### src/rtl/addsub_pkg.sv
package addsub_pkg;

    localparam int OPC_W = 4;
    localparam int REC_W = 4;

    // variant selected by op_code[2:0]
    typedef enum logic [2:0] {
        VAR_BASIC  = 3'd0,
        VAR_CARRY  = 3'd1,
        VAR_EXTEND = 3'd2,
        VAR_MINUS1 = 3'd3,
        VAR_ZERO   = 3'd4
    } variant_e;

    // source of the second adder input
    typedef enum logic [1:0] {
        YSRC_B    = 2'd0,
        YSRC_ZERO = 2'd1,
        YSRC_ONES = 2'd2
    } ysrc_e;

    // source of the adder carry-in
    typedef enum logic [1:0] {
        CIN_ZERO = 2'd0,
        CIN_ONE  = 2'd1,
        CIN_FLAG = 2'd2
    } cinsel_e;

    typedef struct packed {
        logic    inv_a;
        ysrc_e   ysrc;
        cinsel_e cin;
        logic    wr_ca;
    } ctrl_t;

    typedef struct packed {
        logic so;
        logic ov;
        logic ca;
    } flags_t;

endpackage

### src/rtl/addsub_decode.sv
module addsub_decode
    import addsub_pkg::*;
(
    input  logic [OPC_W-1:0] op_code,
    output ctrl_t            ctrl
);

    variant_e var_sel;
    logic     is_sub;

    always_comb begin
        is_sub  = op_code[OPC_W-1];
        var_sel = variant_e'(op_code[2:0]);

        ctrl.inv_a = is_sub;
        ctrl.ysrc  = YSRC_B;
        ctrl.cin   = is_sub ? CIN_ONE : CIN_ZERO;
        ctrl.wr_ca = 1'b0;

        case (var_sel)
            VAR_CARRY: begin
                ctrl.wr_ca = 1'b1;
            end
            VAR_EXTEND: begin
                ctrl.cin   = CIN_FLAG;
                ctrl.wr_ca = 1'b1;
            end
            VAR_MINUS1: begin
                ctrl.ysrc  = YSRC_ONES;
                ctrl.cin   = CIN_FLAG;
                ctrl.wr_ca = 1'b1;
            end
            VAR_ZERO: begin
                ctrl.ysrc  = YSRC_ZERO;
                ctrl.cin   = CIN_FLAG;
                ctrl.wr_ca = 1'b1;
            end
            default: begin
                // basic form and reserved codes: no carry write
                ctrl.wr_ca = 1'b0;
            end
        endcase
    end

endmodule

### src/rtl/addsub_core.sv
module addsub_core
    import addsub_pkg::*;
#(
    parameter int WIDTH = 32
) (
    input  ctrl_t            ctrl,
    input  logic [WIDTH-1:0] opnd_a,
    input  logic [WIDTH-1:0] opnd_b,
    input  logic             ca_in,
    output logic [WIDTH-1:0] sum,
    output logic             carry_out,
    output logic             sgn_ovf
);

    localparam int MSB = WIDTH - 1;

    logic [WIDTH-1:0] add_x;
    logic [WIDTH-1:0] add_y;
    logic             add_c;
    logic [WIDTH:0]   wide_sum;

    always_comb begin
        add_x = ctrl.inv_a ? ~opnd_a : opnd_a;

        case (ctrl.ysrc)
            YSRC_ZERO: add_y = '0;
            YSRC_ONES: add_y = '1;
            default:   add_y = opnd_b;
        endcase

        case (ctrl.cin)
            CIN_ONE:  add_c = 1'b1;
            CIN_FLAG: add_c = ca_in;
            default:  add_c = 1'b0;
        endcase

        wide_sum  = {1'b0, add_x} + {1'b0, add_y} + {{WIDTH{1'b0}}, add_c};
        sum       = wide_sum[MSB:0];
        carry_out = wide_sum[WIDTH];
        // same-signed inputs whose result has the other sign
        sgn_ovf   = (add_x[MSB] == add_y[MSB]) && (wide_sum[MSB] != add_x[MSB]);
    end

endmodule

### src/rtl/addsub_cond.sv
module addsub_cond
    import addsub_pkg::*;
#(
    parameter int WIDTH = 32
) (
    input  logic [WIDTH-1:0] value,
    input  logic             ov_bit,
    output logic [REC_W-1:0] rec_field
);

    localparam int MSB = WIDTH - 1;

    logic is_zero;

    always_comb begin
        is_zero   = (value == '0);
        rec_field = {value[MSB], !value[MSB] && !is_zero, is_zero, ov_bit};
    end

endmodule

### src/rtl/addsub_xer_unit.sv
module addsub_xer_unit
    import addsub_pkg::*;
#(
    parameter int WIDTH = 32
) (
    input  logic             clk,
    input  logic             rst_n,
    input  logic             op_valid,
    input  logic [3:0]       op_code,
    input  logic             op_record_ov,
    input  logic             flag_clear,
    input  logic [WIDTH-1:0] opnd_a,
    input  logic [WIDTH-1:0] opnd_b,
    output logic [WIDTH-1:0] result,
    output logic [3:0]       rec_field,
    output logic             flag_ca,
    output logic             flag_ov,
    output logic             flag_so
);

    ctrl_t            ctrl;
    flags_t           flg_d;
    flags_t           flg_q;
    logic [WIDTH-1:0] sum;
    logic             carry_out;
    logic             sgn_ovf;
    logic             ov_eff;

    addsub_decode u_decode (
        .op_code (op_code),
        .ctrl    (ctrl)
    );

    addsub_core #(.WIDTH(WIDTH)) u_core (
        .ctrl      (ctrl),
        .opnd_a    (opnd_a),
        .opnd_b    (opnd_b),
        .ca_in     (flg_q.ca),
        .sum       (sum),
        .carry_out (carry_out),
        .sgn_ovf   (sgn_ovf)
    );

    addsub_cond #(.WIDTH(WIDTH)) u_cond (
        .value     (sum),
        .ov_bit    (ov_eff),
        .rec_field (rec_field)
    );

    always_comb begin
        ov_eff = op_record_ov ? sgn_ovf : flg_q.ov;
        flg_d  = flg_q;
        if (flag_clear) begin
            flg_d = '0;
        end else if (op_valid) begin
            if (ctrl.wr_ca) begin
                flg_d.ca = carry_out;
            end
            if (op_record_ov) begin
                flg_d.ov = sgn_ovf;
                flg_d.so = flg_q.so | sgn_ovf;
            end
        end
    end

    always_ff @(posedge clk or negedge rst_n) begin
        if (!rst_n) begin
            flg_q <= '0;
        end else begin
            flg_q <= flg_d;
        end
    end

    assign result  = sum;
    assign flag_ca = flg_q.ca;
    assign flag_ov = flg_q.ov;
    assign flag_so = flg_q.so;

endmodule

### config.mk
export PLATFORM = sky130hd
export DESIGN_NAME = addsub_xer_unit
export DESIGN_NICKNAME = d
export VERILOG_FILES = /design/src/rtl/addsub_pkg.sv /design/src/rtl/addsub_decode.sv /design/src/rtl/addsub_core.sv /design/src/rtl/addsub_cond.sv /design/src/rtl/addsub_xer_unit.sv
export SDC_FILE = /design/constraint.sdc
export NUM_CORES = 1
export LEC_CHECK = 0
export ABC_AREA = 1
export CORE_MARGIN = 1
export CORE_UTILIZATION = 54
export DETAILED_ROUTE_END_ITERATION = 7
export DONT_BUFFER_PORTS = 1
export GPL_ROUTABILITY_DRIVEN = 0
export GPL_TIMING_DRIVEN = 0
export HOLD_SLACK_MARGIN = 0.06
export PLACE_DENSITY = 0.69
export SYNTH_ARGS = -nofsm -noshare
export SYNTH_HDL_FRONTEND = slang
export SYNTH_HIERARCHICAL = 1
export SYNTH_SLANG_ARGS = --single-unit
### constraint.sdc
create_clock -name clk -period 3.9 [get_ports clk]
set_clock_uncertainty 0.2 [all_clocks]
set_input_delay 0.195 -clock clk [delete_from_list [all_inputs] [get_ports clk]]
set_output_delay 0.195 -clock clk [all_outputs]
set_load 0.02 [all_outputs]
==> flow_summary.yaml, run 1 <==
floorplan:
  die_w_um: 78.9
  io_pins: 112
  die-area_um2: 6220
  rows: 27
  initial_core_util: 0.569
  die_h_um: 78.9
  core-area_um2: 5610
placement:
  dp_hpwl_mm: 8.00
  dpl_cell_area_um2: 3280
  port-buffer-count: 0
outcome:
  status: "completed"
cts:
  clk_pin_slew_ns: 0.03
  clkLatencyLatePin_ns: 0.21
  clock_sinks: 3
  cts_htree_levels: 1
  cts-root-buf: "clkbuf_8"
  cts_tree: "yes"
  numCtsBuffers: 3
  cts_buffer_depth: 2
grt:
  grt_pass1_wl_mm: 15.6
  grt_pass1_vias: 3520
  grt_usage: 0.315
  antenna_found_initial: 0
  grt-ovfl-total: 0
  grt_start_max_net_pins: 11
critical_path:
  end_kind: "output pin"
  worst_ep_required_time_ns: 3.50
  r2r-end: "flag_ov"
  crit_type: "in -> out"
  cp-start-kind: "input pin"
  rrSetupSlack_ns: 0.70
  arrival_ns: 3.36
  reg2reg_depth: 18
  path_max_fanout: 10
  reg2reg_from: "flag_ca"
power_and_ir_drop:
  switching_share: 0.641
  powerDensity_nw_per_um2: 388
  peakVddDrop_uv: 330
  p_int_w: 0.000551
  p_leak_nw: 2.00
  switching_power_w: 0.000983
  p_seq_frac: 0.026
  pwr-share-comb: 0.916
  p_clk_frac: 0.058
timing:
  slew_violations: 0
  fin_crit_sh: 0.963
  final_hold_viol_count: 0
  setup_violations: 0
  holdWs_ns: 0.191
  setup_tns_ns: 0
  worst_slew_pin_slew_ns: 0.620
  max_freq_ghz: 0.266
  slew_headroom: 0.584
  layout_min_cycle_time_ns: 3.76
synth:
  syn-num-nets: 724
  synth_seq_area_share: 0.0235
  syn_inst: 615
  ys_warn_count: 6
  synth-seq-cells: 3
  syn_area_um2: 3190
  syn_area_per_cell_um2: 5.19
  yosysUniqueCellTypes: 26
detailed_routing:
  route.detailed.drc: 0
  antenna_left: 0
  dr.pass1.iters: 5
  wl_per_cell_um: 14.8
  vias_per_cell: 5.52
  dr.first_iter.drc_count: 258
  num_vias: 3896
  routed_wl_mm: 10.4
finish:
  drive_gt1_frac: 0.208
  fin_area_um2: 3960
  layout_commonest_cell: "nand2_1"
  antenna_cells: 0
  layout_common_cells: "146 x nand2_1, 118 x nor2_1, 80 x inv_1, 40 x xor2_1, 33 x nand2_2"
  syn2layout_area_growth_pct: 24.0
  num-nets-final: 744
job:
  max-cap-violations: 0
worst_hold_path:
  worstHoldStart: "op_code[0]"
  hold_class: "in -> reg"
  min_to: "flag_ca"
  hold_depth: 5
cell families after synthesis:
logic type,synth area share
AND/OR/NAND/NOR,0.459
buffers and inverters,0.119
XOR/XNOR,0.140
AO/OA/AOI/OAI,0.113
adder cells (fa/ha/maj),0.146
flip-flops,0.0235
how the worst max path moves through the flow:
stage,from,endpoint,slack (ns),depth (start not counted)
2_1_floorplan,op_code[1],rec_field[2],0.04,23
6_report,op_code[1],rec_field[1],0.14,25
4_1_cts,op_code[1],rec_field[2],0.009,23
5_1_grt,op_code[1],rec_field[1],-0.06,25
3_5_place_dp,op_code[1],rec_field[2],-0.70,23
3_3_place_gp,op_code[1],rec_field[2],-0.59,23
registers in the layout, indices dropped and copies added (netlist names):
register	cells
flag_ov	1
flag_ca	1
flag_so	1
synth_stat cells (all sizes together):
| master | number | area (um2) |
|---|---|---|
| clkbuf | 7 | 26.3 |
| nand4 | 5 | 31.3 |
| nor3 | 12 | 60.1 |
| o21ai | 17 | 88.8 |
| nand3 | 22 | 110 |
| nor2 | 141 | 542 |
| ha | 34 | 425 |
| nand2 | 182 | 706 |
| o211ai | 1 | 7.51 |
| a21o | 3 | 22.5 |
| o21bai | 7 | 52.6 |
| xnor2 | 3 | 26.3 |
| a21oi | 38 | 190 |
| or2 | 1 | 6.26 |
| buf | 7 | 45.0 |
| nand3b | 1 | 7.51 |
| inv | 82 | 308 |
| dfrtp | 3 | 75.1 |
| fa | 2 | 40.0 |
| xor2 | 47 | 419 |
per-layer routing:
layer | up-vias | share of wire | track usage
met2 | 201 | 0.46 | 0.524
met3 | 16 | 0.091 | 0.0322
met5 | - | 0 | 0
met1 | 1742 | 0.44 | 0.431
li1 | 1937 | - | -
met4 | 0 | 0.015 | 0.0818
worst max-delay path: stages:
cell	delay (ns)
nor2_1	0.08
nand2_1	0.10
inv_1	0.07
inv_1	0.06
ha_4	0.29
inv_4	0.06
buf_8	0.14
o21bai_4	0.14
fa_2	0.21
inv_2	0.05
fa_2	0.35
nand3_1	0.10
nand2_2	0.10
nand3_2	0.10
nand2_2	0.09
nand2_1	0.09
nand2_2	0.08
buf_4	0.15
xor2_2	0.19
nor2_1	0.13
nand2_1	0.06
nor2_1	0.12
nand2_1	0.12
nor2_4	0.15
buf_6	0.14
power by group through the flow:
stage / combinational, W / sequential (W) / clock, W
after floorplan: 0.000937 / 0.0000389 / 0
after global placement: 0.00112 / 0.0000396 / 0
after global routing: 0.00152 / 0.0000394 / 0.0000937
final: 0.00140 / 0.0000393 / 0.0000897
after detailed placement: 0.00113 / 0.0000397 / 0
after CTS: 0.00121 / 0.0000393 / 0.0000917
area by class of cell:
class / count / area, um2
Multi-Input combinational cell: 516 / 3180
Clock buffer: 4 / 45.0
Inverter: 82 / 310
Timing Repair Buffer: 15 / 133
Buffer: 14 / 121
Sequential cell: 3 / 75.1
Tap cell: 72 / 90.1
Fill cell: 524 / 1650
repair_timing:
item,in CTS,in global routing
pin swaps,4,10
gates resized for setup,34,100
hold endpoints to repair,6,0
hold buffers,8,0
setup buffers,5,2
setup endpoints to repair,2,4
stage by stage:
stage	std cells	util	power, W	setup WS, ns
2_1_floorplan	615	-	0.000976	0.0423
3_3_place_gp	687	0.585	0.00116	-0.588
3_5_place_dp	687	0.585	0.00117	-0.700
4_1_cts	704	0.634	0.00134	0.00896
5_1_grt	706	0.705	0.00165	-0.0594
6_report	706	0.705	0.00153	0.143
(Power assumes the default switching activity.)
==> run 2: changes to the inputs <==
==> constraint.sdc (replaced) <==
create_clock -name clk -period 4.85 [get_ports clk]
set_clock_uncertainty 0.2 [all_clocks]
set_input_delay 0.2425 -clock clk [delete_from_list [all_inputs] [get_ports clk]]
set_output_delay 0.2425 -clock clk [all_outputs]
set_load 0.02 [all_outputs]
==> flow_summary.yaml, run 2 (same netlist as run 1, synthesis figures left out) <==
floorplan:
  core-area_um2: 5610
  die-area_um2: 6220
  initial_core_util: 0.569
  die_h_um: 78.9
  die_w_um: 78.9
  rows: 27
  io_pins: 112
detailed_routing:
  dr.first_iter.drc_count: 217
  route.detailed.drc: 0
  routed_wl_mm: 9.49
  antenna_left: 0
  vias_per_cell: 5.42
  dr.pass1.iters: 5
  wl_per_cell_um: 13.6
  num_vias: 3784
timing:
  holdWs_ns: 0.0836
  rsz0062_at_grt: "false"
  worst_slew_pin_slew_ns: 0.621
  layout_min_cycle_time_ns: 4.44
  fin_crit_sh: 0.915
  setup_tns_ns: 0
  setup_violations: 0
  slew_violations: 0
  final_hold_viol_count: 0
  max_freq_ghz: 0.225
  slew_headroom: 0.583
grt:
  grt_pass1_wl_mm: 15.2
  grt_start_max_net_pins: 11
  met2_usage: 0.505
  top_usage_layer: "met2"
  grt_pass1_vias: 3434
  grt-ovfl-total: 0
  antenna_found_initial: 0
  use_met1: 0.426
  grt_util_met3: 0.0310
  grt_usage: 0.306
critical_path:
  crit_type: "in -> out"
  end_kind: "output pin"
  worst_ep_required_time_ns: 4.41
  cp-start-kind: "input pin"
  arrival_ns: 4.00
  path_max_fanout: 10
worst_hold_path:
  hold_class: "in -> async"
outcome:
  status: "completed"
placement:
  port-buffer-count: 0
  dp_hpwl_mm: 8.00
  dp.cells: 687
finish:
  drive_gt1_frac: 0.0495
  nFillCells: 615
  antenna_cells: 0
  layout_commonest_cell: "nand2_1"
  stdcell_count: 698
  layout_common_cells: "173 x nand2_1, 136 x nor2_1, 82 x inv_1, 45 x xor2_1, 38 x a21oi_1"
  syn2layout_area_growth_pct: 6.98
  ff_latch_area_um2: 75.1
  multiInputGateArea_um2: 2750
  num-nets-final: 736
power_and_ir_drop:
  powerDensity_nw_per_um2: 306
  total_power_w: 0.00104
  p_leak_nw: 1.92
  peakVddDrop_uv: 214
cts:
  cts_buffer_depth: 2
  numCtsBuffers: 3
  cts_tree: "yes"
  cts-root-buf: "clkbuf_8"
  clk_pin_slew_ns: 0.03
  clkLatencyLatePin_ns: 0.21
  cts_htree_levels: 1
  clock_sinks: 3
job:
  max-cap-violations: 0
-- run 2: cell types whose count changed in the layout (fill, tap and decap cells not counted), moves of 6 or more --
cell and change:
a21oi_1 +14, a21oi_2 -13, ha_4 -7, nor2_2 -14, nor2_1 +18, nand2_2 -24
ha_1 +15, buf_4 -6, ha_2 -8, nand2_1 +27
-- run 2: final cells by class --
type,count,share of cell area
multi-input combinational,516,0.806
buffer,14,0.0216
tap,72,0.0264
sequential,3,0.0220
clock buffer,4,0.0132
timing repair buffer,7,0.0205
inverter,82,0.0902
-- run 2: routing by layer --
layer  vias up  part of all wire  wire length [um]
li1       1927                 -                 -
met2       178              0.43              4100
met4         0             0.017               157
met3        14             0.090               853
met1      1665              0.46              4380
met5         -                 0                 0
-- run 2: report_power, final --
group / switching, W / internal [W]
registers: 0.00000435 / 0.0000272
logic: 0.000674 / 0.000265
clock network: 0.0000157 / 0.0000560
-- run 2: worst paths after layout --
check | from | end | slack, ns | cells after the start
worst max-delay path | op_code[1] | rec_field[2] | 0.41 | 23
worst max register to register | flag_ca | flag_ov | 1.57 | 18
worst min-delay path | rst_n | flag_ov | 0.08 | 1
min in group clk | op_code[0] | flag_ca | 0.21 | 5
worst min register to register | flag_ca | flag_ca | 0.54 | 4
max in group asynchronous | rst_n | flag_so | 4.22 | 1
-- run 2: stage by stage --
| step | setup slack (ns) | area, um2 | utilization |
|---|---|---|---|
| after CTS | 0.135 | 3390 | 0.605 |
| after global placement | 0.267 | 3280 | 0.585 |
| after global routing | 0.0221 | 3410 | 0.608 |
| final | 0.411 | 3410 | 0.608 |
| after detailed placement | 0.155 | 3280 | 0.585 |
| after floorplan | 0.897 | 3190 | - |
-- run 2: critical path: stages --
cell and delay, ns:
nor2_1 0.09, nand2_1 0.10, inv_1 0.07, inv_1 0.04
ha_1 0.30, nor2_1 0.25, clkbuf_1 0.38, nor2_1 0.10
ha_1 0.43, nand2_1 0.14, nor2_1 0.15, inv_1 0.12
nor2_1 0.18, nand4_1 0.10, nand3_1 0.11, nor2_1 0.05
nor2_1 0.42, nor2_1 0.13, nand2_1 0.09, nor2_1 0.05
nand2_1 0.09, nor2_2 0.06, nor2_1 0.30
-- run 2: timing repair --
| action | CTS | global route |
|---|---|---|
| buffers inserted | 0 | 0 |
| endpoints found under the setup margin | 0 | 2 |
| hold buffers | 7 | 0 |
| resized for setup | 0 | 6 |
| endpoints found under the hold margin | 6 | 0 |
